File: src/rtl/hazard_fwd_unit.sv
module hazard_fwd_unit #(
  parameter int RW = 5
) (
  input  logic [RW-1:0] id_rs1,
  input  logic [RW-1:0] id_rs2,
  input  logic          id_store,
  input  logic          id_branch,
  input  logic          id_br_taken,
  input  logic [RW-1:0] ex_rs1,
  input  logic [RW-1:0] ex_rs2,
  input  logic [RW-1:0] ex_rd,
  input  logic          ex_wr,
  input  logic          ex_load,
  input  logic [RW-1:0] mem_rs2,
  input  logic [RW-1:0] mem_rd,
  input  logic          mem_wr,
  input  logic          mem_load,
  input  logic          mem_store,
  input  logic [RW-1:0] wb_rd,
  input  logic          wb_wr,
  input  logic          wb_load,
  output logic [1:0]    alu_sel_a,
  output logic [1:0]    alu_sel_b,
  output logic          br_sel_a,
  output logic          br_sel_b,
  output logic          st_data_sel,
  output logic          hold,
  output logic          bubble,
  output logic          flush_ifid
);
  localparam logic [RW-1:0] ZERO = '0;

  logic ex_w, mem_w, wb_w;
  assign ex_w  = ex_wr  && (ex_rd  != ZERO);
  assign mem_w = mem_wr && (mem_rd != ZERO);
  assign wb_w  = wb_wr  && (wb_rd  != ZERO);

  function automatic logic [1:0] pick(input logic [RW-1:0] src, input logic mw,
                                      input logic [RW-1:0] mrd, input logic ww,
                                      input logic [RW-1:0] wrd);
    if (mw && mrd == src)      pick = 2'b10;
    else if (ww && wrd == src) pick = 2'b01;
    else                       pick = 2'b00;
  endfunction

  assign alu_sel_a = pick(ex_rs1, mem_w, mem_rd, wb_w, wb_rd);
  assign alu_sel_b = pick(ex_rs2, mem_w, mem_rd, wb_w, wb_rd);

  assign br_sel_a = mem_w && !mem_load && (mem_rd == id_rs1);
  assign br_sel_b = mem_w && !mem_load && (mem_rd == id_rs2);

  assign st_data_sel = mem_store && wb_w && wb_load && (wb_rd == mem_rs2);

  logic ex_hit1, ex_hit2, mem_hit1, mem_hit2, load_use, br_stall;
  assign ex_hit1  = ex_w && (ex_rd == id_rs1);
  assign ex_hit2  = ex_w && (ex_rd == id_rs2);
  assign mem_hit1 = mem_w && mem_load && (mem_rd == id_rs1);
  assign mem_hit2 = mem_w && mem_load && (mem_rd == id_rs2);

  assign load_use = ex_load && (ex_hit1 || (ex_hit2 && !id_store));
  assign br_stall = id_branch && (ex_hit1 || ex_hit2 || mem_hit1 || mem_hit2);

  assign hold       = load_use || br_stall;
  assign bubble     = hold;
  assign flush_ifid = id_branch && !id_br_taken && !hold;

  always_comb begin
    p_zero_not_fwd_r3: assert (!(ex_rs1 == ZERO && alu_sel_a != 2'b00) &&
                               !(ex_rs2 == ZERO && alu_sel_b != 2'b00));
    p_legal_code_r2: assert (alu_sel_a != 2'b11 && alu_sel_b != 2'b11);
    p_newest_wins_r2: assert (!(mem_wr && wb_wr && mem_rd == ex_rs1 && wb_rd == ex_rs1 &&
                                ex_rs1 != ZERO) || alu_sel_a == 2'b10);
    p_hold_bubble_r4: assert (hold == bubble);
    p_store_no_stall_r5: assert (!(id_store && !id_branch && ex_load && ex_rd == id_rs2 &&
                                   ex_rd != id_rs1) || !hold);
    p_flush_excl_r9: assert (!(flush_ifid && hold));
  end
endmodule

File: config.mk
export PLATFORM = sky130hd
export DESIGN_NAME = hazard_fwd_unit
export DESIGN_NICKNAME = d
export VERILOG_FILES = /design/src/rtl/hazard_fwd_unit.sv
export SDC_FILE = /design/constraint.sdc
export NUM_CORES = 1
export LEC_CHECK = 0
export BUFFER_PORTS_ARGS = -buffer_cell sky130_fd_sc_hd__buf_2
export CORE_UTILIZATION = 40
export DETAILED_ROUTE_END_ITERATION = 16
export PLACE_DENSITY = 0.95
export SYNTH_ARGS = -nofsm -noshare
export SYNTH_HDL_FRONTEND = slang
export SYNTH_SLANG_ARGS = --single-unit
File: constraint.sdc
create_clock -name vclk -period 2.2
set_input_delay 0.44 -clock vclk [all_inputs]
set_output_delay 0.44 -clock vclk [all_outputs]
set_load 0.01 [all_outputs]
# Yosys cells after proc, flatten, opt, wreduce, memory -nomap -nowiden
# Cells that the tools add are included.
# classes
eq_ne	9
n_reduce_logical	35
muxes	4
# op_table
op	n
== test 5 bit	9
logical AND 1 bit	23
nonzero test 5 bit	3
logical OR 1 bit	5
logical NOT 1 bit	4
2-to-1 mux 2 bit	2
2-to-1 mux 1 bit	2
# totals
inputBits	50
regBits	0
wordCells	48
output_inout_bits	10

# Depth between registers and ports, before layout
# depth
ltp_word	10
mapped_depth	7
mapped_depth_nobuf	5

# Least setup slack after synthesis
# Ideal clock, no wire load.
# synth_timing
path_type	input -> output
from	in mem_rd[4]
to	out flush_ifid
cell_stages	6
t_arrival_ns	1.820
t_required_ns	1.760
slack_ns	-0.060
path_buffers	1
path_cell_list	buf_2 > or4_4 > o21a_1 > nand2_1 > a21oi_1 > nor4bb_1
# synth_via
elab_chain_len	10
elab_cells_between_ends	13
cone_classes	eq/ne (2); reduce/logical (11)
# synth_lines
element	line	source
start: declaration	15	input logic [RW-1:0] mem_rd,
nonzero test 5 bit	35	assign mem_w = mem_wr && (mem_rd != ZERO);
logical AND 1 bit	35	
logical AND 1 bit	57, 58	
logical AND 1 bit	57	assign mem_hit1 = mem_w && mem_load && (mem_rd == id_rs1);
logical OR 1 bit	61	assign br_stall = id_branch && (ex_hit1 || ex_hit2 || mem_hit1 || mem_hit2);
logical OR 1 bit *	61	
logical AND 1 bit *	61	
logical OR 1 bit *	63	assign hold = load_use || br_stall;
logical NOT 1 bit *	65	assign flush_ifid = id_branch && !id_br_taken && !hold;
logical AND 1 bit *	65	
end: declaration	29	output logic flush_ifid
# Every way passes the cells marked *; elsewhere a longest branch is shown, timed or not.

# Worst setup path in the final report
# layout_timing
from	in mem_rd[1]
to	out flush_ifid
# The elaborated chain is that of the path after synthesis.

==> flow_summary.ini <==
[outcome]
outcome = finished with violations
violations = negative setup slack

[hold_path]
min-delay-start = id_br_taken
hold_class = in2out

[place]
placement.cell_area_um2 = 1060
placed_cells = 172
portBuffers = 60
globalplace.congestion = 0.810
place.detailed.hpwl_um = 1910

[layout]
drive_gt1_share_pct = 52.6
fillCellCount = 134
final-seq-area_um2 = 0
design.seq.count = 0
fin_nets = 208
final.clkbuf_count = 0
postLayoutCellArea_um2 = 1110
area_growth_pct = 63.6
antenna_cells = 0
stdcell_count = 172

[die]
row_count = 14
die_h_um = 43.1
io_pins = 60
dieArea_um2 = 1860
die_x_um = 43.1
start_util_pct = 43.9
core_area_um2 = 1540

[critical_path]
worstPathArrival_ns = 1.80
start_kind = input pin
path_class = in2out
cp.required_ns = 1.76
critPathMaxFanout = 2
crit_start = mem_rd[1]
endpoint = flush_ifid
crit_path_end_kind = output port

[sta]
finalSetupViolations = 2
layout_setup_ws_ns = -0.0399
rsz0062_at_grt = yes
post-route-min-period_ns = 2.24
tightest_slew_ns = 0.500
post-route-period-util_pct = 102
hold_viol = 0
fmax_mhz = 446
drv_slew = 0
maxSlewHeadroom_pct = 66.3

[logic_synthesis]
yosysTopAreaCellShare_pct = 29.8
ys_types = 22
avgSynthCellArea_um2 = 7.52
synthesis.area_um2 = 677
synth_area_leaders = xnor2_1 (30%), xor2_1 (28%), nand3_1 (6.7%)
yosysSeqAreaShare_pct = 0
yosys.area.top_type = xnor2_1
synth_fp_nets = 140
yosysWarnings = 0
syn_inst = 90

[power]
p_sw_mw = 0.0956
internal_power_mw = 0.110
power_density_nw_per_um2 = 186
ir_drop_uv = 116
pwr-share-seq_pct = 0
leakage_nw = 0.512
pwr-share-clk_pct = 0
swShare_pct = 46.4
combPwrFrac_pct = 100.0

[routing]
avgViaCountPerCell = 5.22
routed_wirelength_um = 2150
wl_per_cell_um = 12.5
drc_errors = 0
drt_iter0_markers = 0
ant_nets = 0
firstDrtPassIters = 1
num_vias = 897

[flow_run]
maxCapViolations = 0

[grt]
grt_pass1_vias = 883
antenna_found_initial = 0
grt_max_degree = 7
grt_overflow = 0
grt_pass1_wl_um = 3570
grt_usage_pct = 23.9
==> stage by stage <==
step | utilization, % | TNS, ns | total power, mW | hold slack [ns] | setup WS, ns
5_1_grt | 71.8 | -0.181 | 0.223 | 1.13 | -0.0937
3_5_place_dp | 68.7 | -0.176 | 0.196 | 1.13 | -0.0659
4_1_cts | 70.3 | -0.0832 | 0.201 | 1.13 | -0.0453
3_3_place_gp | 68.7 | -0.0664 | 0.186 | 1.12 | -0.0325
2_1_floorplan | - | 0 | 0.0995 | 0.913 | 0.0123
6_report | 71.8 | -0.0642 | 0.206 | 1.13 | -0.0399
==> what timing repair did <==
action | 4_1_cts | 5_1_grt
buffers inserted | 1 | 0
setup endpoints to repair | 5 | 5
gates resized for setup | 4 | 7
cloned | 0 | 0
hold buffers | 0 | 0
hold endpoints to repair | 0 | 0
pin swaps | 6 | 9
==> cell usage in the layout (no fill, tap or decap), types with 3 or more instances in the layout <==
cell      n
buf_2    57
nor3_1    5
buf_4    10
xor2_1   22
or4_1     3
nand3_1   8
buf_6     5
xnor2_1  23
==> power groups by stage <==
stage | Clock, mW | Combinational (mW) | Sequential (mW)
2_1_floorplan | 0 | 0.0995 | 0
3_3_place_gp | 0 | 0.186 | 0
3_5_place_dp | 0 | 0.196 | 0
4_1_cts | 0 | 0.201 | 0
5_1_grt | 0 | 0.223 | 0
6_report | 0 | 0.206 | 0
==> kinds of logic (layout without fill, tap and decap cells) <==
| logic type | Yosys count | count (layout) | share of synthesized area [%] |
|---|---|---|---|
| AND/OR/NAND/NOR | 30 | 30 | 27.5 |
| AO/OA/AOI/OAI | 9 | 9 | 9.06 |
| buffers and inverters | 6 | 72 | 5.18 |
| XOR/XNOR | 45 | 45 | 58.2 |
==> cell usage after synthesis, drive strengths merged <==
library cell  count
buf               3
nand4             1
nor4              4
a21o              1
o21a              2
o21ai             3
xnor2            23
nor4bb            1
xor2             22
nor3              7
nand2             2
clkbuf            3
or4               5
nand3             9
o211ai            2
nor2              1
a21oi             1
==> per-layer routing <==
metal / share of wire [%] / routed length [µm] / global-route usage (%)
met2: 54 / 1160 / 50.7
met5: 0 / 0 / 0
met1: 36 / 785 / 25.6
met3: 9.0 / 194 / 2.13
met4: 0.74 / 16 / 0.606
==> how the worst min path moves through the flow <==
stage,depth (start not counted),to
finish,3,flush_ifid
detailed placement,3,flush_ifid
global placement,3,flush_ifid
floorplan,1,flush_ifid
global route,3,flush_ifid
CTS,3,flush_ifid
==> layout make-up <==
class                      count  area (µm²)  area share [%]
multi-input combinational     84         671            60.6
tap                           16        20.0            1.81
timing repair buffer          72         417            37.6
==> critical path, cell delays in order <==
cell and delay [ns]:
buf_6 0.09, or4_4 0.54, o21a_1 0.20, nand2_1 0.08
a21oi_2 0.04, nor4bb_2 0.25, buf_2 0.17
Power figures use the tool's default switching activity.
